## src/rtl/mbox_pkg.sv

```systemverilog
// Shared constants for the mailbox register block.
// Assumes byte offsets on the register ports, word aligned.
package mbox_pkg;
    localparam int OFS_DATA  = 0;
    localparam int OFS_STAT  = 8;
    localparam int BIT_PEND  = 0;
    localparam int BIT_AVAIL = 1;
    localparam int BIT_OVF   = 2;
    localparam int STAT_W    = 3;

    typedef struct packed {
        logic ovf;
        logic avail;
        logic pend;
    } mbox_stat_t;
endpackage

```

## src/rtl/mbox_slot.sv

```systemverilog
// Single-word message slot with occupancy and sticky overflow tracking.
// Assumes pop is asserted only while full; a push that meets a pop is accepted.
module mbox_slot #(
    parameter int DATA_W = 32
) (
    input  logic              clk,
    input  logic              rst_n,
    input  logic              push,
    input  logic [DATA_W-1:0] push_data,
    input  logic              pop,
    input  logic              ovf_clr,
    output logic              full,
    output logic [DATA_W-1:0] word,
    output logic              ovf
);
    logic accept;
    logic drop;

    // Classify a push as accepted or dropped for this cycle.
    always_comb begin
        accept = push && (!full || pop);
        drop   = push && full && !pop;
    end

    // Hold the word and the occupancy flag.
    always_ff @(posedge clk) begin
        if (!rst_n) begin
            full <= 1'b0;
            word <= '0;
        end else if (accept) begin
            full <= 1'b1;
            word <= push_data;
        end else if (pop) begin
            full <= 1'b0;
        end
    end

    // Sticky overflow flag; a new drop has priority over a clear.
    always_ff @(posedge clk) begin
        if (!rst_n)       ovf <= 1'b0;
        else if (drop)    ovf <= 1'b1;
        else if (ovf_clr) ovf <= 1'b0;
    end

    assert_accept_R3: assert property (@(posedge clk) disable iff (!rst_n)
        (push && !full) |=> (full && word == $past(push_data)));
    assert_drop_R4: assert property (@(posedge clk) disable iff (!rst_n)
        (push && full && !pop) |=> (full && ovf && $stable(word)));
    assert_ovf_sticky_R4: assert property (@(posedge clk) disable iff (!rst_n)
        (ovf && !ovf_clr) |=> ovf);
    assert_consume_R5: assert property (@(posedge clk) disable iff (!rst_n)
        (pop && !push) |=> !full);
    assert_ovf_clear_R8: assert property (@(posedge clk) disable iff (!rst_n)
        (ovf_clr && !(push && full && !pop)) |=> !ovf);
    assert_exchange_R9: assert property (@(posedge clk) disable iff (!rst_n)
        (push && pop) |=> (full && word == $past(push_data)));
endmodule

```

## src/rtl/mbox_rd_port.sv

```systemverilog
// Registered read path for one side of the mailbox.
// CONSUME selects the receiver variant, whose data read takes the word out.
// Assumes one read strobe per cycle; the result shows one cycle later.
module mbox_rd_port #(
    parameter int ADDR_W  = 4,
    parameter int DATA_W  = 32,
    parameter bit CONSUME = 1'b0
) (
    input  logic                      clk,
    input  logic                      rst_n,
    input  logic                      rd,
    input  logic [ADDR_W-1:0]         addr,
    input  logic                      full,
    input  logic [DATA_W-1:0]         word,
    input  mbox_pkg::mbox_stat_t      stat,
    output logic                      pop,
    output logic [DATA_W-1:0]         rdata
);
    import mbox_pkg::*;

    localparam logic [ADDR_W-1:0] A_DATA = ADDR_W'(OFS_DATA);
    localparam logic [ADDR_W-1:0] A_STAT = ADDR_W'(OFS_STAT);

    logic [DATA_W-1:0] next_rdata;

    // Pick the side effect that this port variant has on the slot.
    generate
        if (CONSUME) begin : g_consume
            assign pop = rd && (addr == A_DATA) && full;
        end else begin : g_peek
            assign pop = 1'b0;
        end
    endgenerate

    // Select the value that the current read returns.
    always_comb begin
        next_rdata = '0;
        if (rd) begin
            if (addr == A_DATA)      next_rdata = full ? word : '0;
            else if (addr == A_STAT) next_rdata = {{(DATA_W-STAT_W){1'b0}}, stat};
        end
    end

    // Register the read result, giving one cycle of latency.
    always_ff @(posedge clk) begin
        if (!rst_n) rdata <= '0;
        else        rdata <= next_rdata;
    end

    assert_idle_zero_R6: assert property (@(posedge clk) disable iff (!rst_n)
        !rd |=> (rdata == '0));
    assert_stat_upper_R2: assert property (@(posedge clk) disable iff (!rst_n)
        (rd && addr == A_STAT) |=> (rdata[DATA_W-1:STAT_W] == '0));
endmodule

```

## src/rtl/mbox_regblock.sv

```systemverilog
// One-direction mailbox: a sender port that writes messages and a
// receiver port whose data read takes them. Status is readable on both.
// Assumes DATA_W >= 3 and that both ports run on the same clock.
module mbox_regblock #(
    parameter int ADDR_W = 4,
    parameter int DATA_W = 32
) (
    input  logic              clk,
    input  logic              rst_n,
    input  logic              snd_wr,
    input  logic              snd_rd,
    input  logic [ADDR_W-1:0] snd_addr,
    input  logic [DATA_W-1:0] snd_wdata,
    output logic [DATA_W-1:0] snd_rdata,
    input  logic              rcv_rd,
    input  logic [ADDR_W-1:0] rcv_addr,
    output logic [DATA_W-1:0] rcv_rdata
);
    import mbox_pkg::*;

    localparam logic [ADDR_W-1:0] A_DATA = ADDR_W'(OFS_DATA);
    localparam logic [ADDR_W-1:0] A_STAT = ADDR_W'(OFS_STAT);

    logic              push;
    logic              ovf_clr;
    logic              full;
    logic              ovf;
    logic              pop_rcv;
    logic              pop_snd;
    logic [DATA_W-1:0] word;
    mbox_stat_t        stat;

    // Decode sender writes into slot commands.
    always_comb begin
        push    = snd_wr && (snd_addr == A_DATA);
        ovf_clr = snd_wr && (snd_addr == A_STAT) && snd_wdata[BIT_OVF];
    end

    // Assemble the status word seen by both ports.
    always_comb begin
        stat.pend  = full;
        stat.avail = full;
        stat.ovf   = ovf;
    end

    mbox_slot #(.DATA_W(DATA_W)) u_slot (
        .clk(clk), .rst_n(rst_n),
        .push(push), .push_data(snd_wdata),
        .pop(pop_rcv), .ovf_clr(ovf_clr),
        .full(full), .word(word), .ovf(ovf)
    );

    mbox_rd_port #(.ADDR_W(ADDR_W), .DATA_W(DATA_W), .CONSUME(1'b0)) u_snd_port (
        .clk(clk), .rst_n(rst_n),
        .rd(snd_rd), .addr(snd_addr),
        .full(full), .word(word), .stat(stat),
        .pop(pop_snd), .rdata(snd_rdata)
    );

    mbox_rd_port #(.ADDR_W(ADDR_W), .DATA_W(DATA_W), .CONSUME(1'b1)) u_rcv_port (
        .clk(clk), .rst_n(rst_n),
        .rd(rcv_rd), .addr(rcv_addr),
        .full(full), .word(word), .stat(stat),
        .pop(pop_rcv), .rdata(rcv_rdata)
    );

    assert_peek_keeps_R7: assert property (@(posedge clk) disable iff (!rst_n)
        (full && !pop_rcv) |=> full);
    assert_no_peek_pop_R7: assert property (@(posedge clk) disable iff (!rst_n)
        !pop_snd);
    assert_flags_clear_R5: assert property (@(posedge clk) disable iff (!rst_n)
        (rcv_rd && rcv_addr == A_DATA && full && !push) |=> (stat.pend == 1'b0 && stat.avail == 1'b0));
endmodule

```

## config.mk

```make
export PLATFORM = sky130hd
export DESIGN_NAME = mbox_regblock
export DESIGN_NICKNAME = d
export VERILOG_FILES = /design/src/rtl/mbox_pkg.sv /design/src/rtl/mbox_slot.sv /design/src/rtl/mbox_rd_port.sv /design/src/rtl/mbox_regblock.sv
export SDC_FILE = /design/constraint.sdc
export NUM_CORES = 1
export LEC_CHECK = 0
export BUFFER_PORTS_ARGS = -buffer_cell sky130_fd_sc_hd__buf_4
export CAP_MARGIN = 5
export CORE_MARGIN = 5
export CORE_UTILIZATION = 55
export CTS_CLUSTER_SIZE = 10
export DETAILED_ROUTE_END_ITERATION = 6
export PLACE_DENSITY = 0.83
export SETUP_SLACK_MARGIN = 0.02
export SYNTH_ARGS = -nofsm -noshare
export SYNTH_HDL_FRONTEND = slang
export SYNTH_HIERARCHICAL = 1
export SYNTH_SLANG_ARGS = --single-unit
export TNS_END_PERCENT = 20
```

## constraint.sdc

```tcl
create_clock -name clk -period 2.9 [get_ports clk]
set_input_delay 0.145 -clock clk [delete_from_list [all_inputs] [get_ports clk]]
set_output_delay 0.145 -clock clk [all_outputs]
set_load 0.005 [all_outputs]
```

==> results of run 1 <==
sequential cells by signal (all words and copies together), names as in the netlist:
register,flops
u_rcv_port/rdata,32
u_slot/full,1
u_slot/ovf,1
u_slot/word,32
u_snd_port/rdata,32
power by group through the flow:
| stage | clock (W) | combinational, W | sequential (W) |
|---|---|---|---|
| after CTS | 0.000836 | 0.000140 | 0.00136 |
| after floorplan | 0 | 0.0000850 | 0.00139 |
| after detailed placement | 0 | 0.000139 | 0.00139 |
| after global placement | 0 | 0.000136 | 0.00139 |
| after global routing | 0.000911 | 0.000151 | 0.00136 |
| final | 0.000818 | 0.000140 | 0.00136 |
cells in the final DEF, fill, tap and decap left out:
master        n
a211oi_1      3
nand3b_1      6
inv_1        30
clkinvlp_4    3
nand2b_4      2
inv_6         3
o21a_1        1
mux2i_1      32
a21oi_1       1
clkbuf_8     10
nor3_1        3
nor3_2       26
nand4bb_2     1
nor2_1        1
nand2_1     100
a211oi_2      3
nor2b_4       2
buf_4       112
nor2b_1       2
dfxtp_1      98
or4b_2        1
nor4_4        3
buf_12        1
nor4_2       26
nand2b_2      1
nor4_1        2
worst reg2reg max path: cells and delay by family (launching register included):
family | cells | cell delay (ps)
buffers and inverters | 1 | 270
multiplexers | 1 | 240
AND/OR/NAND/NOR | 4 | 840
flip-flops | 1 | 650
worst paths after layout:
kind | slack [ps] | start | depth (start not counted) | end
max | 830 | u_slot/full | 6 | u_slot/word[19]
min | 40 | snd_wdata[16] | 3 | u_slot/word[16]
max reg2reg | 830 | u_slot/full | 6 | u_slot/word[19]
min reg2reg | 470 | u_slot/word[7] | 2 | u_snd_port/rdata[7]
final cells by class:
class / instances / area, um^2 / area share
clock inverter: 6 / 48.80 / 0.01009
multi-input combinational: 216 / 1597 / 0.3300
tap: 96 / 120.1 / 0.02483
sequential: 98 / 1962 / 0.4055
timing repair buffer: 113 / 860.8 / 0.1779
clock buffer: 10 / 137.6 / 0.02845
inverter: 30 / 112.6 / 0.02327
routing by layer:
layer / vias to the layer above / wire length (um)
met5: - / 0
met3: 8 / 432
met2: 72 / 4109
met4: 0 / 123
li1: 1405 / -
met1: 1307 / 3692
stage by stage:
step	hold slack [ps]	instance area [um^2]	total power, W	worst slack, ps	utilization
floorplan	223.0	3943	0.001471	1080	-
global placement	407.7	4652	0.001524	747.3	0.6772
detailed placement	413.6	4652	0.001526	672.5	0.6772
CTS	26.08	4838	0.002332	870.0	0.7044
global route	28.90	4838	0.002419	718.6	0.7044
finish	35.32	4838	0.002314	829.7	0.7044
==> metrics.yaml, run 1 <==
global_route:
  grt_most_used_layer: "met2"
  grt_overflow: 0
  grt_max_degree: 97
  gr-usage-met1: 0.2271
  grt_util_all_layers: 0.1893
  globalRouteMet2Util: 0.3224
  first_global_vias: 2876
  antenna_found_initial: 0
  grt_pass1_wl_um: 13300
  use_met3: 0.04940
floorplanning:
  ioPinCount: 109
  die_area_mm2: 0.008961
  die_w_um: 94.67
  start_util: 0.5740
  coreArea_mm2: 0.006869
  die_h_um: 94.67
  rows: 30
setup_path:
  end_kind: "flip-flop"
  crit_family: "simple AND/OR/NAND/NOR gates"
  worstPathCellList: "nand2b_2 > nor2_1 > nor2b_4 > nor2b_4 > buf_12 > mux2i_1"
  slowest_stage: "dfxtp_1"
  max_stage_delay_ps: 650
  path_common_cell: "nor2b_4"
  cp-start-kind: "flip-flop"
  critical_path_required_ps: 3180
  critPathBufInv: 1
  cp.arrival_ps: 2350
  path_max_fanout: 21
  crit_type: "flip-flop to flip-flop"
timing:
  clock_skew_ps: 10.88
  slew_viol_final: 0
  final_hold_viol_count: 0
  fmax_mhz: 483.0
  relSlewSlack: 0.4290
  max_slew.worst_pin.slew_ps: 856.5
  period_minus_slack_ps: 2070
  rsz0062_at_grt: "no"
  finalSetupViolCount: 0
  period_share: 0.7139
  tns_ps: 0
worst_hold_path:
  hp-class: "primary input to flip-flop"
route:
  wl_per_cell_um: 14.69
  drc: 0
  drtAntennaViolNets: 0
  dr.pass1.iters: 4
  vias_per_cell: 4.907
  vias: 2792
  wirelength_um: 8357
  drt-initial-drc-count: 121
power:
  seq_power_share: 0.586
  switching_power_w: 0.0005589
  p_sw_frac: 0.2415
  combPwrFrac: 0.061
  pwr_density_cell_mw_per_mm2: 478.3
  p_int_w: 0.001755
  irDropWorstVdd_v: 0.0002626
  p_leak_nw: 1.719
  p_clk_frac: 0.353
cells_and_area:
  fillers: 542
  diodes: 0
  nets: 513
  drive_gt1_frac: 0.4101
  area_growth_pct: 22.72
  instances_no_fill: 569
clock_tree:
  cts_resized: 0
  cts_buffers: 9
  htreeDepth: 3
  path_clk_slew_ps: 100
  postCtsHoldBufs: 0
  cts-root-buf: "clkbuf_8"
  cts_sinks: 98
  cts_tree: "yes"
  postCtsSetupRepairBufs: 0
  insertion_delay_ps: 350
  clockBufferDepth: 2
placement:
  dp.cells: 553
  dp_hpwl_um: 5660
  globalplace.congestion: 0.7824
  io_buffers: 108
yosys:
  syn_inst: 375
  syn_area_per_cell_um2: 10.51
  synth.net_count: 420
  yosysWarnings: 6
  netlist_area_mm2: 0.003943
run_status:
  status: "completed"
flow_run:
  drv_cap: 0
Power figures use the tool's default switching activity.
==> run 2: changes to the inputs <==
--- a/config.mk
+++ b/config.mk
@@ -8,10 +8,10 @@
 export BUFFER_PORTS_ARGS = -buffer_cell sky130_fd_sc_hd__buf_4
 export CAP_MARGIN = 5
 export CORE_MARGIN = 5
-export CORE_UTILIZATION = 55
+export CORE_UTILIZATION = 47
 export CTS_CLUSTER_SIZE = 10
 export DETAILED_ROUTE_END_ITERATION = 6
-export PLACE_DENSITY = 0.83
+export PLACE_DENSITY = 0.76
 export SETUP_SLACK_MARGIN = 0.02
 export SYNTH_ARGS = -nofsm -noshare
 export SYNTH_HDL_FRONTEND = slang
==> constraint.sdc (replaced) <==
create_clock -name clk -period 1.8 [get_ports clk]
set_input_delay 0.09 -clock clk [delete_from_list [all_inputs] [get_ports clk]]
set_output_delay 0.09 -clock clk [all_outputs]
set_load 0.005 [all_outputs]
==> metrics.yaml, run 2 (synthesized netlist as in run 1, its figures left out) <==
route:
  vias: 2905
  drc: 0
  wirelength_um: 8390
  dr.pass1.iters: 4
  vias_per_cell: 4.747
  drt-initial-drc-count: 91
  drtAntennaViolNets: 0
  wl_per_cell_um: 13.71
placement:
  dp.cells: 567
  dpl-instance-area_mm2: 0.004713
  dp_hpwl_um: 5711
  io_buffers: 108
  globalplace.congestion: 0.7804
timing:
  rsz0062_at_grt: "no"
  period_share: 0.8144
  max_slew.worst_pin.slew_ps: 552.7
  finalSetupViolCount: 0
  clock_skew_ps: 7.625
  period_minus_slack_ps: 1466
  tns_ps: 0
  holdWs_ps: 7.749
  relSlewSlack: 0.6313
  fmax_mhz: 682.2
  slew_viol_final: 0
  final_hold_viol_count: 0
setup_path:
  path_max_fanout: 16
  cp-startpoint: "rcv_addr[2]"
  crit_type: "primary input to flip-flop"
  cp-endpoint: "u_slot/word[13]"
  path_common_cell: "nor2b_4"
  cp.arrival_ps: 1750
  rr_endpoint: "u_slot/word[13]"
  ff2ff_path_depth: 6
  cp-start-kind: "primary input"
  critical_path_required_ps: 2080
  critPathBufInv: 2
  slowest_stage: "or4b_2"
  end_kind: "flip-flop"
  reg2reg_from: "u_slot/full"
  crit_family: "simple AND/OR/NAND/NOR gates"
  worstPathCellList: "buf_4 > or4b_2 > nor2_1 > nor2b_4 > nor2b_4 > buf_12 > mux2i_1"
  max_stage_delay_ps: 700
  reg2reg_slack_ps: 510
  cp.depth: 7
global_route:
  grt_util_all_layers: 0.1687
  first_global_vias: 2863
  grt_pass1_wl_um: 13780
  grt_max_degree: 35
  grt_overflow: 0
  antenna_found_initial: 0
cells_and_area:
  final_cell_mix: "116 x buf_4, 100 x nand2_1, 98 x dfxtp_1"
  diodes: 0
  drive_gt1_frac: 0.3925
  reg.largest.list: "u_rcv_port/rdata: 32 flops, u_slot/word: 32 flops, u_snd_port/rdata: 32 flops"
  postLayoutCellArea_mm2: 0.005230
  final_common_cell: "buf_4"
  area_growth_pct: 32.66
  nets: 547
  instances_no_fill: 612
power:
  total_power_w: 0.004010
  p_leak_nw: 1.891
  irDropWorstVdd_v: 0.0003619
  pwr_density_cell_mw_per_mm2: 766.7
floorplanning:
  coreArea_mm2: 0.008175
  start_util: 0.4822
  rows: 33
  ioPinCount: 109
  die_w_um: 101.6
  die_area_mm2: 0.01032
  die_h_um: 101.6
worst_hold_path:
  hp-class: "primary input to flip-flop"
  min_path_cells: 3
clock_tree:
  cts-root-buf: "clkbuf_8"
  insertion_delay_ps: 350
  postCtsSetupRepairBufs: 0
  cts_sinks: 98
  cts_resized: 0
  cts_tree: "yes"
  clockBufferDepth: 2
  path_clk_slew_ps: 90
  cts_buffers: 9
  htreeDepth: 3
run_status:
  status: "completed"
flow_run:
  drv_cap: 0
-- run 2: routing by layer --
layer | global-route usage | part of all wire
met1 | 0.2178 | 0.43
met2 | 0.2827 | 0.49
met3 | 0.02410 | 0.055
met4 | 0.07055 | 0.016
met5 | 0 | 0
-- run 2: final cells by class --
type | instances | area [um^2]
inverter | 30 | 112.6
multi-input combinational | 216 | 1597
clock buffer | 10 | 137.6
timing repair buffer | 147 | 1201
tap | 105 | 131.4
clock inverter | 6 | 88.84
sequential | 98 | 1962
fill | 664 | 2945
-- run 2: how the worst min path moves through the flow --
stage	slack (ps)	from	end
2_1_floorplan	170	snd_addr[2]	u_snd_port/rdata[22]
3_3_place_gp	350	snd_wdata[0]	u_slot/word[0]
3_5_place_dp	360	snd_wdata[19]	u_slot/word[19]
4_1_cts	0.3	snd_wdata[6]	u_slot/word[6]
6_report	8	snd_wdata[3]	u_slot/word[3]
5_1_grt	7	snd_wdata[3]	u_slot/word[3]
-- run 2: what timing repair did --
item                                   in CTS  in global routing
endpoints found under the hold margin      29                  0
setup endpoints to repair                   0                  0
hold buffers                               29                  0
-- run 2: tightest hold or removal path: cells and delay by family --
family	cells	cell delay [ps]
simple gates	1	50
buf+inv	1	110
mux	1	50
-- run 2: through the flow --
stage / utilization / setup WS, ps
2_1_floorplan: - / 35.41
3_3_place_gp: 0.5765 / 13.40
3_5_place_dp: 0.5765 / -36.37
4_1_cts: 0.6397 / 340.1
5_1_grt: 0.6397 / 252.0
6_report: 0.6397 / 334.1
-- run 2: where the power goes --
part           leakage [nW]  switching, W  total [W]  internal, W
registers             0.790    0.00000725    0.00218      0.00218
logic                 0.992      0.000139   0.000282     0.000143
clock network         0.109      0.000722    0.00154     0.000823
